==> src/rtl/snoop_col_pkg.sv <==
package snoop_col_pkg;

  typedef enum logic {
    ST_IDLE = 1'b0,
    ST_WAIT = 1'b1
  } colState_t;

  // strobes from control to datapath
  typedef struct packed {
    logic startSnoop;    // capture enables, limit; clear record
    logic countTick;     // absorb answers, advance timer
    logic closeOk;       // all answered
    logic closeTimeout;  // limit reached
  } colStrobes_t;

endpackage

==> src/rtl/snoop_ack_sync.sv <==
module snoop_ack_sync #(
  parameter int NUM_AGENTS  = 4,
  parameter int SYNC_STAGES = 2
) (
  input  logic                  clk,
  input  logic                  rstN,
  input  logic [NUM_AGENTS-1:0] ackToggle,
  output logic [NUM_AGENTS-1:0] ackEvent
);

  localparam int LAST = SYNC_STAGES - 1;

  for (genvar g = 0; g < NUM_AGENTS; g++) begin : gAgent
    logic [SYNC_STAGES-1:0] chainQ;
    logic                   prevQ;

    // single synchronizer per agent, fanned out only after prevQ
    always_ff @(posedge clk or negedge rstN) begin
      if (!rstN) begin
        chainQ <= '0;
        prevQ  <= 1'b0;
      end else begin
        chainQ <= {chainQ[SYNC_STAGES-2:0], ackToggle[g]};
        prevQ  <= chainQ[LAST];
      end
    end

    assign ackEvent[g] = chainQ[LAST] ^ prevQ;
  end

endmodule

==> src/rtl/snoop_col_datapath.sv <==
module snoop_col_datapath
  import snoop_col_pkg::*;
#(
  parameter int NUM_AGENTS = 4,
  parameter int TIMER_W    = 16
) (
  input  logic                  clk,
  input  logic                  rstN,
  input  colStrobes_t           strobes,
  input  logic [NUM_AGENTS-1:0] agentEnable,
  input  logic [TIMER_W-1:0]    timeoutLimit,
  input  logic [NUM_AGENTS-1:0] ackEvent,
  output logic                  allAnswered,
  output logic                  timerExpired,
  output logic [NUM_AGENTS-1:0] missingMask
);

  localparam logic [TIMER_W-1:0] ONE = TIMER_W'(1);

  logic [NUM_AGENTS-1:0] enQ;
  logic [NUM_AGENTS-1:0] respQ;
  logic [NUM_AGENTS-1:0] missQ;
  logic [NUM_AGENTS-1:0] gotNow;
  logic [TIMER_W-1:0]    limitQ;
  logic [TIMER_W-1:0]    cntQ;

  assign gotNow       = respQ | (ackEvent & enQ);
  assign allAnswered  = &(gotNow | ~enQ);
  assign timerExpired = (cntQ == (limitQ - ONE));
  assign missingMask  = missQ;

  always_ff @(posedge clk or negedge rstN) begin
    if (!rstN) begin
      enQ    <= '0;
      respQ  <= '0;
      missQ  <= '0;
      limitQ <= ONE;
      cntQ   <= '0;
    end else if (strobes.startSnoop) begin
      enQ    <= agentEnable;
      limitQ <= (timeoutLimit == '0) ? ONE : timeoutLimit;
      cntQ   <= '0;
      respQ  <= '0;
      missQ  <= '0;
    end else if (strobes.closeOk) begin
      respQ  <= '0;
    end else if (strobes.closeTimeout) begin
      respQ  <= '0;
      missQ  <= enQ & ~gotNow;
    end else if (strobes.countTick) begin
      respQ  <= gotNow;
      cntQ   <= cntQ + ONE;
    end
  end

endmodule

==> src/rtl/snoop_col_control.sv <==
module snoop_col_control
  import snoop_col_pkg::*;
(
  input  logic        clk,
  input  logic        rstN,
  input  logic        snoopIssue,
  input  logic        allAnswered,
  input  logic        timerExpired,
  input  logic        anyAckEvent,
  output colStrobes_t strobes,
  output logic        busy,
  output logic        snoopDone,
  output logic        timeoutFlag,
  output logic        strayAck
);

  colState_t stateQ;
  colState_t stateD;
  logic      doneQ;
  logic      timeoutQ;
  logic      strayQ;

  always_comb begin
    strobes = '0;
    stateD  = stateQ;
    case (stateQ)
      ST_IDLE: begin
        if (snoopIssue) begin
          strobes.startSnoop = 1'b1;
          stateD             = ST_WAIT;
        end
      end
      ST_WAIT: begin
        if (allAnswered) begin
          strobes.closeOk = 1'b1;
          stateD          = ST_IDLE;
        end else if (timerExpired) begin
          strobes.closeTimeout = 1'b1;
          stateD               = ST_IDLE;
        end else begin
          strobes.countTick = 1'b1;
        end
      end
      default: stateD = ST_IDLE;
    endcase
  end

  always_ff @(posedge clk or negedge rstN) begin
    if (!rstN) begin
      stateQ   <= ST_IDLE;
      doneQ    <= 1'b0;
      timeoutQ <= 1'b0;
      strayQ   <= 1'b0;
    end else begin
      stateQ   <= stateD;
      doneQ    <= strobes.closeOk;
      timeoutQ <= strobes.closeTimeout;
      strayQ   <= (stateQ == ST_IDLE) && anyAckEvent;
    end
  end

  assign busy        = (stateQ == ST_WAIT);
  assign snoopDone   = doneQ;
  assign timeoutFlag = timeoutQ;
  assign strayAck    = strayQ;

endmodule

==> src/rtl/snoop_ack_collector.sv <==
module snoop_ack_collector
  import snoop_col_pkg::*;
#(
  parameter int NUM_AGENTS  = 4,
  parameter int TIMER_W     = 16,
  parameter int SYNC_STAGES = 2
) (
  input  logic                  clk,
  input  logic                  rstN,
  input  logic                  snoopIssue,
  input  logic [NUM_AGENTS-1:0] agentEnable,
  input  logic [TIMER_W-1:0]    timeoutLimit,
  input  logic [NUM_AGENTS-1:0] ackToggle,
  output logic                  busy,
  output logic                  snoopDone,
  output logic                  timeoutFlag,
  output logic [NUM_AGENTS-1:0] missingMask,
  output logic                  strayAck
);

  logic [NUM_AGENTS-1:0] ackEvent;
  logic                  allAnswered;
  logic                  timerExpired;
  colStrobes_t           strobes;

  snoop_ack_sync #(
    .NUM_AGENTS (NUM_AGENTS),
    .SYNC_STAGES(SYNC_STAGES)
  ) uSync (
    .clk      (clk),
    .rstN     (rstN),
    .ackToggle(ackToggle),
    .ackEvent (ackEvent)
  );

  snoop_col_datapath #(
    .NUM_AGENTS(NUM_AGENTS),
    .TIMER_W   (TIMER_W)
  ) uDp (
    .clk         (clk),
    .rstN        (rstN),
    .strobes     (strobes),
    .agentEnable (agentEnable),
    .timeoutLimit(timeoutLimit),
    .ackEvent    (ackEvent),
    .allAnswered (allAnswered),
    .timerExpired(timerExpired),
    .missingMask (missingMask)
  );

  snoop_col_control uCtl (
    .clk         (clk),
    .rstN        (rstN),
    .snoopIssue  (snoopIssue),
    .allAnswered (allAnswered),
    .timerExpired(timerExpired),
    .anyAckEvent (|ackEvent),
    .strobes     (strobes),
    .busy        (busy),
    .snoopDone   (snoopDone),
    .timeoutFlag (timeoutFlag),
    .strayAck    (strayAck)
  );

endmodule

==> config.mk <==
export PLATFORM = sky130hd
export DESIGN_NAME = snoop_ack_collector
export DESIGN_NICKNAME = d
export VERILOG_FILES = /design/src/rtl/snoop_col_pkg.sv /design/src/rtl/snoop_ack_sync.sv /design/src/rtl/snoop_col_datapath.sv /design/src/rtl/snoop_col_control.sv /design/src/rtl/snoop_ack_collector.sv
export SDC_FILE = /design/constraint.sdc
export NUM_CORES = 1
export LEC_CHECK = 0
export CAP_MARGIN = 5
export CORE_UTILIZATION = 60
export CTS_CLUSTER_DIAMETER = 80
export DETAILED_ROUTE_END_ITERATION = 16
export GPL_TIMING_DRIVEN = 0
export PLACE_DENSITY = 0.84
export SLEW_MARGIN = 20
export SYNTH_ARGS = -nofsm -noshare
export SYNTH_HDL_FRONTEND = slang
export SYNTH_SLANG_ARGS = --single-unit
==> constraint.sdc <==
create_clock -name clk -period 8.05 [get_ports clk]
set_input_delay 1.61 -clock clk [delete_from_list [all_inputs] [get_ports clk]]
set_output_delay 1.61 -clock clk [all_outputs]
set_load 0.05 [all_outputs]
-- After elaboration in Yosys (flattened, before gate mapping)
Cells that the tools add are included.
- bits in registers: 60
- input port bits: 27
- output and inout bits: 8
- word-level logic and storage cells: 63
- mux-type cells: 21
- bitwise gates (word level): 11
- add/sub/neg operators: 2
- reductions and logical operators: 9
- equal/unequal tests: 3
- operators by type and width (operator ; number):
    $mux W16 ; 5
    $mux W4 ; 7
    $add A16 B1 Y16 const B ; 1
    $eq A16 B16 Y1 ; 1
    $logic_not A16 Y1 ; 1
    $sub A16 B1 Y16 const B ; 1
    $and A4 B4 Y4 ; 2
    $not A4 Y4 ; 2
    $or A4 B4 Y4 ; 2
    $mux W1 ; 7
    $ne A2 B2 Y1 const B ; 2
    $reduce_and A4 Y1 ; 1
    $reduce_bool A2 Y1 ; 2
    $reduce_bool A4 Y1 ; 1
    $reduce_or A4 Y1 ; 1
    $xor A1 B1 Y1 ; 4
    $mux W3 ; 1
    $reduce_and A3 Y1 ; 1
    $pmux W1 S2 ; 1
    $reduce_and A2 Y1 ; 1
    $logic_and A1 B1 Y1 ; 1
    $not A1 Y1 ; 1

-- Logic depth before layout (Yosys ltp)
- depth in word-level cells: 11
- mapped depth: 12
- depth with buffers taken out: 9

-- By module
A second synthesis with hierarchy kept.
- cells, all modules: 279
- area, all modules: 3021.6 um^2
- modules (own cells, without submodules) (module ; cells an instance ; times used ; area an instance (um^2) ; seq. area each (um^2)):
    snoop_col_datapath ; 252 ; 1 ; 2527.4 ; 1102.3
    snoop_ack_sync ; 16 ; 1 ; 335.3 ; 300.3
    snoop_col_control ; 10 ; 1 ; 151.4 ; 100.1
    snoop_ack_collector ; 1 ; 1 ; 7.5 ; 0.0

-- Worst setup path after synthesis
No wires, ideal clock.
- kind: reg2reg
- start point: register uDp.limitQ[0]
- end point: register uDp.cntQ[13]
- setup time: 0.078 ns
- path buffers: 2
- period minus slack after synthesis: 2.759 ns
- path slack: 5.291 ns
- arrival: 2.681 ns
- cell stages (with the launch flop): 12
- data required time: 7.972 ns
- path through: dfstp_2 inv_1 ha_1 or4b_1 buf_2 or3_1 and4_4 nor3_2 nor4_2 buf_6 or4_1 a21oi_1
- cells in the longest elaborated chain, start to end: 7
- elaborated cells on any way between the ends: 10
- classes of those cells: 1 x add/sub; 2 x eq/ne; 5 x mux; 2 x reduce/logical
- ends and longest elaborated chain (element ; line ; RTL):
    start, declared ; snoop_col_datapath.sv:24 ; logic [TIMER_W-1:0] limitQ;
    start signal, assigned ; snoop_col_datapath.sv:41 ; limitQ <= (timeoutLimit == '0) ? ONE : timeoutLimit;
    $sub A16 B1 Y16 (*) ; snoop_col_datapath.sv:29 ; assign timerExpired = (cntQ == (limitQ - ONE));
    $eq A16 B16 Y1 (*) ; snoop_col_datapath.sv:29 ;
    $mux W1 ; snoop_col_control.sv:37 ; end else if (timerExpired) begin
    $mux W1 ; snoop_col_control.sv:34 ; if (allAnswered) begin
    $mux W3 (*) ; snoop_col_control.sv:26 ; case (stateQ)
    $ne A2 B2 Y1 (no source line) or $reduce_bool A2 Y1 (tied branches) ; - ;
    $reduce_and A3 Y1 (no source line) (*) ; - ;
    end signal, assigned ; snoop_col_datapath.sv:52 ; cntQ <= cntQ + ONE;
    end, declared ; snoop_col_datapath.sv:25 ; logic [TIMER_W-1:0] cntQ;
Every way passes the cells marked *; elsewhere a longest branch is shown, timed or not.
A chain may end at the register's enable or synchronous reset.

-- Worst setup path after layout
- start point: register uDp.limitQ[1]
- end point: register uDp.cntQ[4]
Same word-level chain as after synthesis.

==> results.sh <==
export IMPL_r2r_end="uDp.cntQ[4]"
export IMPL_synth_top_cells_by_count="nand2_1, dfrtp_1, clkbuf_1"
export IMPL_cp_buffers_inverters=3
export IMPL_maxSlewHeadroom_pct=47.0
export IMPL_worstHoldStart="uSync.gAgent[3].chainQ[0]"
export IMPL_vias_per_cell=5.97
export IMPL_cts_hold_buf=0
export IMPL_track_usage_pct=29.6
export IMPL_seqCellArea_mm2=0.00150
export IMPL_setup_ws_ps=4660
export IMPL_buffer_ports_inserted=34
export IMPL_io_pins=35
export IMPL_reg2reg_slack_ps=4660
export IMPL_htreeDepth=3
export IMPL_core_area_mm2=0.00511
export IMPL_vdd_drop_max_mv=0.224
export IMPL_dominantRegCellSynth="dfrtp_1"
export IMPL_crit_chain="inv_1 -> ha_1 -> nor4b_1 -> nand2_1 -> o41ai_1 -> nand4_1 -> nor4_2 -> buf_2 -> buf_4 -> o211ai_1 -> o31ai_1"
export IMPL_tightestPinTransition_ps=784
export IMPL_synth_most_common_cell="nand2_1"
export IMPL_fmaxAchievable_mhz=295
export IMPL_gp_congestion=0.909
export IMPL_yosys_warnings=0
export IMPL_synthCells=349
export IMPL_wl_mm=7.44
export IMPL_dr_total_vias=2800
export IMPL_fin_crit_sh_pct=42.1
export IMPL_finClkSkew_ps=9.51
export IMPL_min_path_type="reg -> reg"
export IMPL_layout_nets=423
export IMPL_cap_violations=0
export IMPL_pwr_density_cell_mw_per_mm2=307
export IMPL_synthTopCellsByArea="dfrtp_1, nand2_1, xor2_1"
export IMPL_syn_cell_area_mm2=0.00319
export IMPL_clk_pin_slew_ps=80
export IMPL_start_kind="flop"
export IMPL_fin_setup_tns_ps=0
export IMPL_detail_route_antenna_nets=0
export IMPL_numCtsBuffers=9
export IMPL_cts_resized=0
export IMPL_synthArstFlopShare_pct=100
export IMPL_grt_max_degree=61
export IMPL_cellLeakagePower_nw=1.61
export IMPL_cts_tree="yes"
export IMPL_status="finished clean"
export IMPL_fillers=385
export IMPL_synth_edff_count=0
export IMPL_ys_ff_latch=60
export IMPL_yosys_area_top_type="dfrtp_1"
export IMPL_syn_nets=378
export IMPL_hold_end="uSync.gAgent[3].chainQ[1]"
export IMPL_cp_top_family="simple AND/OR/NAND/NOR gates"
export IMPL_drc=0
export IMPL_wl_per_cell_um=15.9
export IMPL_post_cts_repair_setup_buffers=0
export IMPL_worstSetupEndpointType="flop"
export IMPL_hold_path_depth=0
export IMPL_path_class="reg -> reg"
export IMPL_ys_seq_area_share_pct=47.1
export IMPL_drt_iter0_drc=259
export IMPL_multi_input_area_mm2=0.00157
export IMPL_grt_pass1_wl_mm=12.2
export IMPL_period_minus_slack_ps=3390
export IMPL_cpPeakStageDelay_ps=660
export IMPL_timing_rr_start="uDp.limitQ[1]"
export IMPL_critical_path_arrival_ps=3650
export IMPL_setup_viol=0
export IMPL_start_util_pct=62.5
export IMPL_first_global_vias=2580
export IMPL_place_ws_ps=4720
export IMPL_grt_ovfl_total=0
export IMPL_cp_max_fo=10
export IMPL_dpl_hpwl_mm=5.13
export IMPL_report_final_slew_viol_count=0
export IMPL_antenna_found_initial=0
export IMPL_synthToLayoutAreaGrowth_pct=19.8
export IMPL_rsz0062_at_grt="no"
export IMPL_syn_area_per_cell_um2=9.15
export IMPL_yosysUniqueCellTypes=50
export IMPL_n_antenna_cell=0
export IMPL_cts_root_buf="clkbuf_8"
export IMPL_insertion_delay_ps=350
export IMPL_netlist_area_leader_share_pct=46.2
export IMPL_hold_violations=0
export IMPL_die_y_um=75.0
export IMPL_cp_slowest_cell="nor4b_1"
export IMPL_crit_required_ps=8310
export IMPL_cts_sinks=60
export IMPL_fp_row_count=26
export IMPL_reg2reg_depth=11
export IMPL_final_core_util_pct=74.9
export IMPL_cts_path_max_buffers=2
export IMPL_firstDrtPassIters=5
export IMPL_dieWidth_um=75.0
export IMPL_layout_drive_gt1_share_pct=7.52
export IMPL_dieArea_mm2=0.00562
[registers in the layout (all words and copies together), names as in the netlist]
| register | count |
|---|---|
| uDp.missingMask | 4 |
| uDp.respQ | 4 |
| uCtl.snoopDone | 1 |
| uSync.gAgent.prevQ | 4 |
| uSync.gAgent.chainQ | 8 |
| uDp.cntQ | 16 |
| uCtl.timeoutFlag | 1 |
| uCtl.busy | 1 |
| uCtl.strayAck | 1 |
| uDp.limitQ | 16 |
| uDp.enQ | 4 |
[worst max-delay path by stage]
| stage | from | endpoint | slack [ps] | depth (start not counted) |
|---|---|---|---|---|
| 2_1_floorplan | uDp.limitQ[0] | uDp.cntQ[13] | 5290 | 11 |
| 3_3_place_gp | rstN | uDp.limitQ[8] | 3590 | 1 |
| 3_5_place_dp | snoopIssue | uCtl.busy | 4720 | 5 |
| 4_1_cts | uDp.limitQ[1] | uDp.cntQ[4] | 4730 | 11 |
| 5_1_grt | uDp.limitQ[1] | uDp.cntQ[4] | 4460 | 11 |
| 6_report | uDp.limitQ[1] | uDp.cntQ[4] | 4660 | 11 |
[report_power, final]
group / switching [W] / leakage [nW] / total, W / internal, W
Combinational: 0.000271 / 0.744 / 0.000445 / 0.000174
Sequential: 0.0000708 / 0.767 / 0.000444 / 0.000373
Clock: 0.000138 / 0.102 / 0.000286 / 0.000148
Total: 0.000479 / 1.61 / 0.00117 / 0.000695
[stage by stage]
step	total power [W]	area (um^2)	cells	hold slack [ps]
after floorplan	0.000760	3190	349	331
after global placement	0.000868	3620	453	333
after detailed placement	0.000883	3620	453	337
after CTS	0.00117	3830	469	358
after global routing	0.00125	3830	469	368
final	0.00117	3830	469	356
[final cells by class]
type	count	share of cell area, %
multi-input combinational	260	40.9
buffer	25	2.88
clock inverter	7	2.19
sequential	60	39.3
clock buffer	9	3.24
timing repair buffer	34	8.83
inverter	4	0.392
tap	70	2.29
[layout by cell type (no fill, tap or decap), drive strengths merged, types with 2 or more instances in the layout]
master         synthesis  final
nor3b                  6      6
a21oi                 13     13
nand3b                 2      2
nand2                 74     74
o22a                   3      3
clkinv                 0      2
clkdlybuf4s50          0     33
xor2                  13     13
nor4b                  2      2
nor3                  11     11
clkbuf                18     27
o21ai                 18     18
nor4                  12     12
buf                    7      8
nor2b                  5      5
and2                   2      2
a2111oi                3      3
nand2b                 6      6
o31ai                  9      9
and4                   3      3
or3                   12     12
or4                    7      7
nor2                   9      9
nand4                  8      8
nand3                  8      8
dfrtp                 59     59
inv                    4      7
ha                     2      2
and3                   4      4
o211ai                 5      5
xnor2                  9      9
mux2i                  2      2
[layer usage]
layer	vias up	routed length, um	global-route usage, %
met3	14	448	7.10
li1	1343	-	-
met2	95	3470	45.1
met1	1348	3410	41.6
met5	-	0	0
met4	0	109	10.3
[kinds of logic after synthesis]
family          Yosys count  share of synthesized area [%]
simple gates            174                           28.8
flops                    60                           47.1
compound gates           59                           12.1
buf+inv                  29                           3.92
xor+xnor                 23                           6.74
mux                       2                          0.627
fa+ha+maj                 2                          0.784
Power figures use the tool's default switching activity.
